--- config.mk ---
export PLATFORM = sky130hd
export DESIGN_NAME = seq_timer_bank
export DESIGN_NICKNAME = d
export VERILOG_FILES = /design/src/rtl/seq_timer_pkg.sv /design/src/rtl/tick_prescaler.sv /design/src/rtl/interval_decode.sv /design/src/rtl/seq_timer.sv /design/src/rtl/seq_timer_bank.sv
export SDC_FILE = /design/constraint.sdc
export NUM_CORES = 1
export LEC_CHECK = 0
export BUFFER_PORTS_ARGS = -buffer_cell sky130_fd_sc_hd__buf_2
export CORE_ASPECT_RATIO = 1.5
export CORE_UTILIZATION = 45
export CTS_CLUSTER_DIAMETER = 100
export DETAILED_ROUTE_END_ITERATION = 16
export PLACE_DENSITY = 0.76
export SKIP_CTS_REPAIR_TIMING = 1
export SLEW_MARGIN = 20
export SYNTH_ARGS = -nofsm -noshare
export SYNTH_HDL_FRONTEND = slang
export SYNTH_SLANG_ARGS = --single-unit
--- constraint.sdc ---
create_clock -name clk_i -period 2.1 [get_ports clk_i]
set_clock_uncertainty 0.05 [all_clocks]
set_input_delay 0.42 -clock clk_i [delete_from_list [all_inputs] [get_ports clk_i]]
set_output_delay 0.42 -clock clk_i [all_outputs]
set_load 0.1 [all_outputs]
--- src/rtl/seq_timer_pkg.sv ---
package seq_timer_pkg;
  typedef enum logic {ST_IDLE = 1'b0, ST_RUN = 1'b1} tmr_state_e;

  function automatic int unsigned cnt_width(int unsigned exp_w, int unsigned mant_w);
    return mant_w + 1 + (1 << exp_w) - 1;
  endfunction
endpackage

--- src/rtl/tick_prescaler.sv ---
module tick_prescaler #(
  parameter int unsigned DIV = 32
) (
  input  logic clk_i,
  input  logic rst_ni,
  input  logic route_en_i,
  output logic tick_o,
  output logic logic_clk_o
);
  localparam int unsigned PW = (DIV > 1) ? $clog2(DIV) : 1;
  localparam logic [PW-1:0] LAST = PW'(DIV - 1);
  localparam logic [PW-1:0] HALF = PW'(DIV / 2);

  logic [PW-1:0] pre_q;

  always_ff @(posedge clk_i or negedge rst_ni) begin
    if (!rst_ni)            pre_q <= '0;
    else if (pre_q == LAST) pre_q <= '0;
    else                    pre_q <= pre_q + 1'b1;
  end

  assign tick_o      = (pre_q == LAST);
  assign logic_clk_o = route_en_i & (pre_q >= HALF);
endmodule

--- src/rtl/interval_decode.sv ---
module interval_decode #(
  parameter int unsigned EXP_W  = 4,
  parameter int unsigned MANT_W = 3,
  parameter int unsigned CNT_W  = 19
) (
  input  logic [EXP_W+MANT_W-1:0] code_i,
  output logic [CNT_W-1:0]        ticks_o
);
  logic [EXP_W-1:0]  exp_w;
  logic [MANT_W:0]   mant_full;

  assign exp_w     = code_i[EXP_W+MANT_W-1:MANT_W];
  assign mant_full = {1'b1, code_i[MANT_W-1:0]};
  assign ticks_o   = CNT_W'(mant_full) << exp_w;
endmodule

--- src/rtl/seq_timer.sv ---
module seq_timer
  import seq_timer_pkg::*;
#(
  parameter int unsigned EXP_W  = 4,
  parameter int unsigned MANT_W = 3,
  parameter int unsigned CNT_W  = 19
) (
  input  logic                    clk_i,
  input  logic                    rst_ni,
  input  logic                    tick_i,
  input  logic                    start_i,
  input  logic [EXP_W+MANT_W-1:0] code_i,
  output logic                    done_o
);
  logic [CNT_W-1:0] load_w;
  logic [CNT_W-1:0] cnt_q;
  tmr_state_e       st_q;
  logic             done_q;

  interval_decode #(.EXP_W(EXP_W), .MANT_W(MANT_W), .CNT_W(CNT_W)) i_dec (
    .code_i (code_i),
    .ticks_o(load_w)
  );

  always_ff @(posedge clk_i or negedge rst_ni) begin
    if (!rst_ni) begin
      cnt_q  <= '0;
      st_q   <= ST_IDLE;
      done_q <= 1'b0;
    end else if (start_i) begin
      cnt_q  <= load_w;
      st_q   <= ST_RUN;
      done_q <= 1'b0;
    end else if (st_q == ST_RUN && tick_i) begin
      if (cnt_q == CNT_W'(1)) begin
        cnt_q  <= '0;
        st_q   <= ST_IDLE;
        done_q <= 1'b1;
      end else begin
        cnt_q  <= cnt_q - 1'b1;
      end
    end
  end

  assign done_o = done_q;
endmodule

--- src/rtl/seq_timer_bank.sv ---
module seq_timer_bank
  import seq_timer_pkg::*;
#(
  parameter int unsigned N_TMR  = 4,
  parameter int unsigned DIV    = 32,
  parameter int unsigned EXP_W  = 4,
  parameter int unsigned MANT_W = 3
) (
  input  logic                          clk_i,
  input  logic                          rst_ni,
  input  logic [N_TMR-1:0]              start_i,
  input  logic [N_TMR*(EXP_W+MANT_W)-1:0] code_i,
  input  logic                          route_en_i,
  output logic                          tick_o,
  output logic                          logic_clk_o,
  output logic [N_TMR-1:0]              done_o
);
  localparam int unsigned CODE_W = EXP_W + MANT_W;
  localparam int unsigned CNT_W  = cnt_width(EXP_W, MANT_W);

  logic tick_w;

  tick_prescaler #(.DIV(DIV)) i_pre (
    .clk_i      (clk_i),
    .rst_ni     (rst_ni),
    .route_en_i (route_en_i),
    .tick_o     (tick_w),
    .logic_clk_o(logic_clk_o)
  );

  assign tick_o = tick_w;

  for (genvar k = 0; k < N_TMR; k++) begin : g_tmr
    seq_timer #(.EXP_W(EXP_W), .MANT_W(MANT_W), .CNT_W(CNT_W)) i_tmr (
      .clk_i  (clk_i),
      .rst_ni (rst_ni),
      .tick_i (tick_w),
      .start_i(start_i[k]),
      .code_i (code_i[k*CODE_W +: CODE_W]),
      .done_o (done_o[k])
    );
  end
endmodule

After elaboration in Yosys (flattened, before gate mapping)
Cells that the tools add are included.
Storage, ports and cells
  register bits: 89
  bits of input ports: 35
Cells by class
  eq/ne operators: 5
  magnitude comparators: 1
  multiplexer cells: 37
  shifts and indexed selects: 4
  add/subtract/negate cells: 5
  bitwise gates (word level): 1
  reduce and logical (&&, ||, !) cells: 16
Operator list (count)
  $mux W19: 12
  $eq A19 B1 Y1 const B: 4
  $shl A4 B4 Y19: 4
  $sub A19 B1 Y19 const B: 4
  $mux W1: 24
  $reduce_bool A2 Y1: 8
  $reduce_and A2 Y1: 4
  $add A5 B1 Y5 const B: 1
  $eq A5 B5 Y1 const B: 1
  $ge A5 B5 Y1 const B: 1
  $mux W5: 1
  $logic_and A1 B1 Y1: 4
  $and A1 B1 Y1: 1

Longest topological paths before layout
Gate-level depths: netlist (run 1).
  word-level depth: 4
  gate-level depth with buffers: 10

Cells and area by module
Synthesis (run 1) repeated with hierarchy kept, for this count alone.
Second synthesis, totals
  cell total of the unflattened synthesis: 812
  area total of the unflattened synthesis: 6877.8 sq um
By module, submodules not included
  seq_timer (g_tmr[2].i_tmr ...): area each 1321.3 sq um, instances 2, cells an instance 150
  seq_timer (g_tmr[0].i_tmr ...): area each 1317.5 sq um, instances 2, cells an instance 151
  interval_decode: area each 341.6 sq um, instances 4, cells an instance 48
  tick_prescaler: area each 234.0 sq um, instances 1, cells an instance 18

Worst setup path before layout (run 1)
Ideal clock, no wire load.
  path type: register to register
  from: register i_pre.pre_q[0]
  to: register g_tmr[1].i_tmr.cnt_q[17]
  setup slack: -0.879 ns
  stages on the path, launching flop included: 10
  buffers on the path: 2
  arrival time: 2.811 ns
  path through: dfrtp_1 -> ha_1 -> and3_1 -> ha_1 -> clkbuf_1 -> buf_1 -> nand3_1 -> o311ai_0 -> o21ai_0 -> a21o_1
Between the ends
  cells in the longest elaborated chain, start to end: 3
Ends and longest elaborated chain
  start: declaration: RTL line tick_prescaler.sv:14  | logic [PW-1:0] pre_q;
  start signal: assignment: RTL line tick_prescaler.sv:19  | else pre_q <= pre_q + 1'b1;
  $eq A5 B5 Y1: RTL line tick_prescaler.sv:22  | assign tick_o = (pre_q == LAST);
  net tick_o: RTL line seq_timer_bank.sv:14  | output logic tick_o,
  $logic_and A1 B1 Y1: RTL line seq_timer.sv:34  | end else if (st_q == ST_RUN && tick_i) begin
  $reduce_bool A2 Y1 (no line)
  end signal: assignment: RTL line seq_timer.sv:31  | cnt_q <= load_w;
  end signal: assignment: RTL line seq_timer.sv:40  | cnt_q <= cnt_q - 1'b1;
  end: declaration: RTL line seq_timer.sv:16  | logic [CNT_W-1:0] cnt_q;
The timed path passes the listed nets, and every way through them passes these cells.
A chain may end at the register's enable or synchronous reset.

Worst setup path in the final report (run 1)
  from: register g_tmr[0].i_tmr.cnt_q[16]
  to: register g_tmr[0].i_tmr.cnt_q[11]
Between the ends
  cells in the longest elaborated chain, start to end: 4
Ends and longest elaborated chain
  start: declaration: RTL line seq_timer.sv:16
  start signal: assignment: RTL line seq_timer.sv:31
  start signal: assignment: RTL line seq_timer.sv:40
  $eq A19 B1 Y1: RTL line seq_timer.sv:35  | if (cnt_q == CNT_W'(1)) begin
  $mux W19: RTL line seq_timer.sv:35
  $mux W19: RTL line seq_timer.sv:34
  $mux W19: RTL line seq_timer.sv:30  | end else if (start_i) begin
Every way passes these cells. The select of a mux whose other input is x is not followed.

==> results of run 1 <==
-- power groups by stage --
stage / combinational (W) / sequential (W) / clock (W)
final: 0.00194 / 0.00223 / 0.00172
after global routing: 0.00211 / 0.00225 / 0.00182
after CTS: 0.00174 / 0.00219 / 0.00174
after detailed placement: 0.00173 / 0.00222 / 0
after global placement: 0.00169 / 0.00221 / 0
after floorplan: 0.000998 / 0.00220 / 0
-- how the worst max path moves through the flow --
stage / startpoint / endpoint / cells after the start
floorplan: g_tmr[0].i_tmr.cnt_q[13] / g_tmr[0].i_tmr.cnt_q[13] / 6
global placement: g_tmr[0].i_tmr.cnt_q[16] / g_tmr[0].i_tmr.cnt_q[11] / 6
detailed placement: g_tmr[0].i_tmr.cnt_q[16] / g_tmr[0].i_tmr.cnt_q[11] / 6
CTS: g_tmr[0].i_tmr.cnt_q[16] / g_tmr[0].i_tmr.cnt_q[11] / 6
global route: g_tmr[0].i_tmr.cnt_q[16] / g_tmr[0].i_tmr.cnt_q[15] / 8
finish: g_tmr[0].i_tmr.cnt_q[16] / g_tmr[0].i_tmr.cnt_q[11] / 6
-- cells in the mapped netlist, types with 3 or more instances --
master	number
nand2_1	112
dfrtp_1	89
nor2_1	78
o21ai_0	58
a21oi_1	57
nor3_1	39
nand3_1	38
clkbuf_1	32
nand2b_1	26
nor4_1	21
inv_1	20
o311ai_0	13
o211ai_1	11
a31oi_1	10
ha_1	10
or4_1	10
a21o_1	9
mux2i_1	9
o32ai_1	8
a22oi_1	7
and2_1	7
or3_1	7
a221o_1	6
o22ai_1	6
a211o_1	5
a211oi_1	5
a32oi_1	5
buf_4	5
nand4b_1	5
nor2b_1	5
nor3b_1	5
o21ai_1	5
and3_1	4
nand3b_1	4
nor4b_1	3
o221ai_1	3
o311ai_1	3
-- state kept, by name, indices dropped and copies added, names as in the netlist --
register and count:
i_pre.pre_q 5, g_tmr.i_tmr.done_o 4, g_tmr.i_tmr.st_q 4, g_tmr.i_tmr.cnt_q 76
-- routing by layer --
layer  vias up  wire length (um)  track usage (%)
met5         -                 0                0
met4         0               902             13.5
met3        84              1050             3.17
met2       296              9770             47.0
met1      3231              7440             30.1
li1       3210                 -                -
-- per-stage QoR --
step	cell area (sq um)	utilization [%]	worst slack, ps	instances
6_report	8110	61.7	-250	1093
2_1_floorplan	6230	-	-146	781
4_1_cts	7570	57.6	-277	1060
3_5_place_dp	7250	55.2	-252	1044
5_1_grt	8110	61.7	-325	1093
3_3_place_gp	7250	55.2	-202	1044
-- cells by family (layout without fill, tap and decap cells) --
logic type / Yosys count / count (layout)
simple gates: 376 / 377
compound gates: 228 / 229
flops: 89 / 89
buf+inv: 65 / 216
mux: 11 / 11
fa+ha+maj: 10 / 10
xor+xnor: 2 / 2
-- layout make-up --
class                           count  area [sq um]
Timing Repair Buffer              178          1340
Sequential cell                    89          2230
Multi-Input combinational cell    629          3950
Tap cell                          159           199
Clock inverter                      5          62.6
Fill cell                        1112          5040
Clock buffer                       11           253
Inverter                           22          82.6
-- critical path, stage by stage, from the launching register on --
cell and delay, ps:
dfrtp_1 380, or4_4 540, or3_4 370, o41ai_4 290
buf_6 180, o21ai_2 70, a221o_1 370
==> metrics.csv, run 1 <==
metric,value,unit
# diodes,0,
synthesized instance count,781,
vias per inst,6.24,
final period utilization,112,%
clk root buf,clkbuf_16,
internal power,0.00383,W
number of global-route vias before repair,6227,
Clk pwr share,29.2,%
H-tree depth,3,
syn_nets,826,
hold wc startpoint,start_i[0],
Setup crit end kind,flop,
CTS tree,built,
part of the power in registers,37.9,%
clk_lat worst skew,350,ps
Post-Synth Simple-Gate Area,30.5,%
Sw Pwr,0.00206,W
largest family of logic cells by synthesized area,simple AND/OR/NAND/NOR gates,
Overall Power,0.00589,W
Row Count,51,
DR vias,6821,
Compound-Gate Fraction of Synth Area,24.4,%
DR WL/cell,17.5,um
status,"complete, but fails checks",
PnR worst setup slack,-250,ps
setup TNS,-3080,ps
Adder-Cell Fraction of Synth Area,2.04,%
largest net degree at the start of global routing,46,
warning count from the yosys run,0,
CTS Buf Count,9,
register area share after synthesis,36.4,%
failing checks,setup timing,
Tmin final,2350,ps
async set or reset register ratio after synthesis,100,%
clk buf depth,2,
Post-Synth XOR/XNOR Area,0.286,%
nature of the critical path startpoint,flop,
"EDFF count, synth",0,
Starting Density,46.6,%
Slew @ Worst Pin,653,ps
DRT antenna net count,0,
"most common cell after layout, fill and taps aside",buf_4,
Hold Worst Slack,245,ps
Area Overhead vs Synth,32.4,%
Comb power frac,32.9,%
global-route wire length before repair,29.7,mm
gr usage total,25.9,%
min-delay worst type,in2reg,
VDD IR max,0.000395,V
RR Endpoint,g_tmr[0].i_tmr.cnt_q[11],
reg2reg path depth,6,
mux cell area share after synthesis,1.84,%
GP Congestion,0.918,
Setup CP Type,reg2reg,
worst reg-to-reg setup slack,-250,ps
worst-path fanout max,6,
IO buf count,40,
critical path required time,2280,ps
pwr/cell area,726,mW/mm^2
largest cells by area after synthesis,"dfrtp_1 (36%), nand2_1 (6.9%), nor2_1 (4.8%)",
grt ovf,0,
clock slew at reported path FFs,70,ps
most frequent cells in the layout,"buf_4 (121), nand2_1 (108), dfrtp_1 (89)",
Core ar.,0.0131,sq mm
Setup Viol. Count Final,23,
Max-Cap Viols,0,
drt total wl,19.2,mm
RSZ-0062 raised after global routing,true,
crit path DAT,2530,ps
HPWL after DPL,12.9,mm
DRT iter0 DRCs,442,
final slew viol count,0,
layout cells sized above 1,27.2,%
cell taking the most area after synthesis,dfrtp_1,
"Distinct cells, synth",67,
Leak,3.54,nW
fmax,425,MHz
full die area,0.0141,sq mm
initial antenna violation count,0,
# IOs,41,
switching part of the total,35.0,%
Worst slew margin,56.3,%
Die X,97.2,um
hold path depth,2,
Yosys top cell area share,36.4,%
DRC viols,0,
Yosys reg bits,89,
mapped cell area,0.00612,sq mm
ys flop type,dfrtp_1,
Final Hold Viols,0,
FF-to-FF Start,g_tmr[0].i_tmr.cnt_q[16],
syn avg cell area,7.84,sq um
router iterations before antenna repair,5,
Worst Hold End,g_tmr[0].i_tmr.done_o,
Clock Sinks,89,
Die Span Y,145,um
Final #Nets,974,
Note: power is estimated with default switching activity, not from simulation.
==> run 2, diff against run 1 <==
PLACE_DENSITY = 0.73   (was 0.76)
clock period = 2.7 ns   (was 2.1 ns; I/O delays follow)
==> run 2 against run 1 <==
Net effect:
- the flow now finishes without violations
- critical path depth is 2 lower
- critical endpoint is now tick_o
- setup slack better by 390 ps
- worst hold slack worse by 87 ps
- clock-buffer cell count is 1 lower
- register-to-register slack better by 470 ps
- highest routed layer unchanged
==> metrics.csv, run 2 (synthesized netlist as in run 1, its figures left out) <==
metric,value,unit,change
status,completed,,"was complete, but fails checks"
Setup CP Type,reg2out,,was reg2reg
CTS Buf Count,9,,unchanged
DRT iter0 DRCs,338,,was 442
Final Hold Viols,0,,unchanged
initial antenna violation count,0,,unchanged
gr usage total,23.6,%,was 25.9%
Leak,2.90,nW,was 3.54 nW
CTS tree,built,,unchanged
Post-DP Area,0.00658,sq mm,was 0.00725 sq mm
Tmin final,2560,ps,
Clk pwr share,31.3,%,was 29.2%
DRT antenna net count,0,,unchanged
switching part of the total,34.6,%,was 35.0%
full die area,0.0141,sq mm,unchanged
clk buf depth,2,,unchanged
largest net degree at the start of global routing,48,,was 46
Core ar.,0.0131,sq mm,unchanged
# IOs,41,,unchanged
fmax,390,MHz,
Worst slew margin,57.2,%,was 56.3%
router iterations before antenna repair,7,,was 5
RSZ-0062 raised after global routing,false,,was true
clk root buf,clkbuf_16,,unchanged
# diodes,0,,unchanged
layout cells sized above 1,12.1,%,was 27.2%
Area Overhead vs Synth,12.3,%,was 32.4%
post-layout util,52.3,%,was 61.7%
global-route wire length before repair,27.2,mm,was 29.7 mm
part of the power in registers,42.8,%,was 37.9%
clk_lat worst skew,350,ps,about the same
Setup crit end kind,primary output,,was flop
DR vias,6116,,"was 6,821"
most frequent cells in the layout,"nand2_1 (112), dfrtp_1 (89), nor2_1 (78)",,"was buf_4 (121), nand2_1 (108), dfrtp_1 (89)"
GP Congestion,0.917,,was 0.918
HPWL after DPL,11.8,mm,was 12.9 mm
final slew viol count,0,,unchanged
Final #Nets,865,,was 974
Die Span Y,145,um,unchanged
Starting Density,46.6,%,unchanged
drt total wl,16.3,mm,was 19.2 mm
min-delay worst type,in2async,,was in2reg
Max-Cap Viols,0,,unchanged
Clock Sinks,89,,unchanged
nature of the critical path startpoint,flop,,unchanged
Row Count,51,,unchanged
Slew @ Worst Pin,639,ps,was 653 ps
crit path DAT,1970,ps,was 2530 ps
number of global-route vias before repair,5834,,"was 6,227"
final period utilization,95.0,%,
Biggest register,g_tmr.i_tmr.cnt_q,,unchanged
Comb power frac,25.9,%,was 32.9%
clock slew at reported path FFs,70,ps,about the same
Die X,97.2,um,unchanged
internal power,0.00270,W,was 0.00383 W
pwr/cell area,600,mW/mm^2,was 726 mW/mm^2
VDD IR max,0.000341,V,was 0.000395 V
fill count,1287,,"was 1,112"
DRC viols,0,,unchanged
flip-flop count of the largest register after layout,76,,unchanged
vias per inst,6.22,,was 6.24
"Design Area, Final",0.00688,sq mm,was 0.00811 sq mm
critical path required time,2110,ps,was 2280 ps
worst-path fanout max,20,,was 6
Sw Pwr,0.00143,W,was 0.00206 W
setup TNS,0,ps,was -3080 ps
IO buf count,40,,unchanged
Largest regs,"g_tmr.i_tmr.cnt_q x76, i_pre.pre_q x5",,unchanged
DR WL/cell,16.5,um,was 17.5 um
grt ovf,0,,unchanged
H-tree depth,3,,unchanged
Setup Viol. Count Final,0,,was 23
"most common cell after layout, fill and taps aside",nand2_1,,was buf_4
==> run 2: changes by cell type in the layout (fill, tap and decap cells not counted), moves of 4 or more <==
cell,change
o311ai_0,+5
or4_1,+5
buf_4,-90
or4_4,-5
buf_6,-15
nand2_1,+4
nor3_2,-6
nor4_2,-4
o21ai_1,-19
o311ai_1,-4
nor4_1,+6
o21ai_0,+19
nor3_1,+7
==> run 2: worst max-delay path: stages (launching register included) <==
cell,delay (ps)
dfrtp_1,370
ha_1,180
and3_1,170
ha_2,390
buf_2,510
==> run 2: path summary, 6_finish.rpt <==
kind | startpoint | end | slack [ps] | depth (start not counted)
setup / recovery | i_pre.pre_q[0] | tick_o | 140 | 4
setup reg to reg | g_tmr[0].i_tmr.cnt_q[13] | g_tmr[0].i_tmr.cnt_q[2] | 220 | 6
hold / removal | rst_ni | g_tmr[0].i_tmr.cnt_q[18] | 160 | 1
hold reg to reg | i_pre.pre_q[0] | i_pre.pre_q[0] | 410 | 1
max in group asynchronous | rst_ni | g_tmr[1].i_tmr.cnt_q[14] | 1770 | 2
min in group clk_i | i_pre.pre_q[0] | i_pre.pre_q[0] | 410 | 1
==> run 2: layer usage <==
metal | global-route usage (%) | vias up | wire length [um] | part of all wire [%]
met5 | 0 | - | 0 | 0
met4 | 11.1 | 0 | 482 | 3.0
met3 | 3.31 | 41 | 887 | 5.4
met2 | 42.3 | 252 | 8140 | 50
met1 | 28.2 | 2840 | 6770 | 42
li1 | - | 2983 | - | -
==> run 2: area by class of cell <==
| class | count | area (sq um) | area share (%) |
|---|---|---|---|
| Multi-Input combinational cell | 627 | 3620 | 52.6 |
| Sequential cell | 89 | 2230 | 32.4 |
| Timing Repair Buffer | 71 | 448 | 6.51 |
| Clock buffer | 10 | 239 | 3.47 |
| Tap cell | 159 | 199 | 2.89 |
| Inverter | 22 | 82.6 | 1.20 |
| Clock inverter | 6 | 65.1 | 0.946 |
==> run 2: stage by stage <==
step	total power, W	std cells	hold slack, ps	setup slack [ps]
final	0.00413	984	158	136
after global routing	0.00437	984	213	40.7
after CTS	0.00414	984	185	99.8
after detailed placement	0.00283	968	405	243
after global placement	0.00282	968	396	281
after floorplan	0.00246	781	194	8.29
==> run 2: power by group through the flow <==
stage               Combinational [W]  Sequential [W]  Clock (W)
floorplan                    0.000755         0.00171          0
detailed placement            0.00105         0.00178          0
CTS                           0.00106         0.00176    0.00132
finish                        0.00107         0.00177    0.00129
global placement              0.00104         0.00178          0
global route                  0.00119         0.00180    0.00138
==> run 3, diff against run 2 <==
CELL_PAD_IN_SITES_DETAIL_PLACEMENT = 1   (was unset)
CELL_PAD_IN_SITES_GLOBAL_PLACEMENT = 2   (was unset)
CORE_UTILIZATION = 37   (was 45)
PLACE_DENSITY = 0.92   (was 0.73)
==> run 3 against run 2 <==
Net effect:
- global-route usage up 0.53 points
- maximum frequency up 1.2%
- die area up 21%
- clock power down 5%
- critical path depth up 2
- power about the same
- sequential cell count unchanged
- via count up 3.9%
- first-iteration DRC count down 32%
- setup slack better by 32 ps
==> metrics.csv, run 3 (synthesized netlist as in run 1, its figures left out) <==
metric,value,unit,change
status,completed,,unchanged
setup TNS,0,ps,unchanged
VDD IR max,0.000269,V,was 0.000341 V
Sw Pwr,0.00154,W,was 0.00143 W
Comb power frac,27.7,%,was 25.9%
router iterations before antenna repair,4,,was 7
Setup CP Type,reg2reg,,was reg2out
# IOs,41,,unchanged
Overall Power,0.00413,W,about the same
pwr/cell area,596,mW/mm^2,was 600 mW/mm^2
worst-path fanout max,11,,was 20
Final Hold Viols,0,,unchanged
IO buf count,40,,unchanged
fill count,1968,,"was 1,287"
part of the power in registers,42.6,%,was 42.8%
H-tree depth,3,,unchanged
DRC viols,0,,unchanged
global-route wire length before repair,33.2,mm,was 27.2 mm
HPWL after DPL,14.9,mm,was 11.8 mm
Area Overhead vs Synth,13.2,%,was 12.3%
clock slew at reported path FFs,70,ps,about the same
Place WS,-63.6,ps,was 243 ps
"most common cell after layout, fill and taps aside",nand2_1,,unchanged
final slew viol count,0,,unchanged
clk_lat worst skew,350,ps,about the same
vias per inst,6.17,,was 6.22
Biggest register,g_tmr.i_tmr.cnt_q,,unchanged
Tmin final,2530,ps,was 2560 ps
full die area,0.0171,sq mm,was 0.0141 sq mm
largest net degree at the start of global routing,48,,unchanged
Setup Viol. Count Final,0,,unchanged
clk buf depth,2,,unchanged
DRT iter0 DRCs,229,,was 338
critical path required time,2880,ps,was 2110 ps
CTS Buf Count,9,,unchanged
clk root buf,clkbuf_16,,unchanged
grt ovf,0,,unchanged
DR vias,6353,,"was 6,116"
Die Span Y,160,um,was 145 um
Setup crit end kind,flop,,was primary output
Die X,107,um,was 97.2 um
gr usage total,24.2,%,was 23.6%
Largest regs,"g_tmr.i_tmr.cnt_q x76, i_pre.pre_q x5",,unchanged
DR WL/cell,19.4,um,was 16.5 um
Worst slew margin,51.0,%,was 57.2%
Max-Cap Viols,0,,unchanged
# diodes,0,,unchanged
flip-flop count of the largest register after layout,76,,unchanged
Leak,2.88,nW,was 2.90 nW
internal power,0.00259,W,was 0.00270 W
PnR worst setup slack,167,ps,was 136 ps
Clock Sinks,89,,unchanged
CTS tree,built,,unchanged
min-delay worst type,in2async,,unchanged
final period utilization,93.8,%,was 95.0%
drt total wl,19.9,mm,was 16.3 mm
number of global-route vias before repair,6799,,"was 5,834"
Row Count,57,,was 51
Final #Nets,864,,was 865
Core ar.,0.0162,sq mm,was 0.0131 sq mm
RSZ-0062 raised after global routing,false,,unchanged
Clk pwr share,29.7,%,was 31.3%
switching part of the total,37.2,%,was 34.6%
most frequent cells in the layout,"nand2_1 (111), dfrtp_1 (89), nor2_1 (78)",,"was nand2_1 (112), dfrtp_1 (89), nor2_1 (78)"
nature of the critical path startpoint,flop,,unchanged
initial antenna violation count,0,,unchanged
DRT antenna net count,0,,unchanged
layout cells sized above 1,12.1,%,about the same
GP Congestion,0.901,,was 0.917
crit path DAT,2720,ps,was 1970 ps
Slew @ Worst Pin,732,ps,was 639 ps
Starting Density,37.8,%,was 46.6%
fmax,395,MHz,was 390 MHz
==> run 3: layout make-up <==
cell class | instances | area, sq um | share of cell area (%)
clock buffer | 9 | 225 | 3.25
clock inverter | 7 | 53.8 | 0.776
inverter | 22 | 82.6 | 1.19
multi-input combinational | 627 | 3640 | 52.5
sequential | 89 | 2230 | 32.1
tap | 206 | 258 | 3.72
timing repair buffer | 70 | 443 | 6.39
==> run 3: per-stage QoR <==
step | hold slack, ps | util, % | instance area, sq um | instances
finish | 143 | 42.8 | 6930 | 1030
global route | 201 | 42.8 | 6930 | 1030
CTS | 175 | 42.7 | 6910 | 1030
detailed placement | 418 | 40.9 | 6630 | 1014
global placement | 394 | 40.9 | 6630 | 1014
floorplan | 194 | - | 6130 | 781
==> run 3: path summary, 6_finish.rpt <==
path | startpoint | endpoint | slack, ps | cells past startpoint
worst max register to register | g_tmr[0].i_tmr.cnt_q[13] | g_tmr[0].i_tmr.cnt_q[11] | 170 | 6
worst min register to register | i_pre.pre_q[0] | i_pre.pre_q[0] | 430 | 1
min in group clk_i | i_pre.pre_q[0] | i_pre.pre_q[0] | 430 | 1
worst max-delay path | g_tmr[0].i_tmr.cnt_q[13] | g_tmr[0].i_tmr.cnt_q[11] | 170 | 6
worst min-delay path | rst_ni | g_tmr[1].i_tmr.cnt_q[10] | 140 | 1
max in group asynchronous | rst_ni | g_tmr[0].i_tmr.cnt_q[9] | 1750 | 2
==> run 3: power by group through the flow <==
stage                     Combinational, W  Sequential [W]  Clock [W]
after global routing               0.00126         0.00179    0.00131
after CTS                          0.00114         0.00176    0.00126
final                              0.00114         0.00176    0.00123
after global placement             0.00107         0.00176          0
after floorplan                   0.000755         0.00171          0
after detailed placement           0.00113         0.00178          0
==> run 3: per-layer routing <==
layer  vias up  GRT usage [%]  wire length (um)
met3        66           3.36               629
met5         -              0                 0
met1      3187           26.7              7880
met2       130           43.9             10600
met4         0           13.1               865
li1       2970              -                 -
==> run 3: worst max-delay path, stage by stage, from the launching register on <==
cell and delay [ps]:
dfrtp_1 450, or4_4 550, or3_4 380, o41ai_4 340, buf_4 240, o21ai_2 70
a221o_1 350
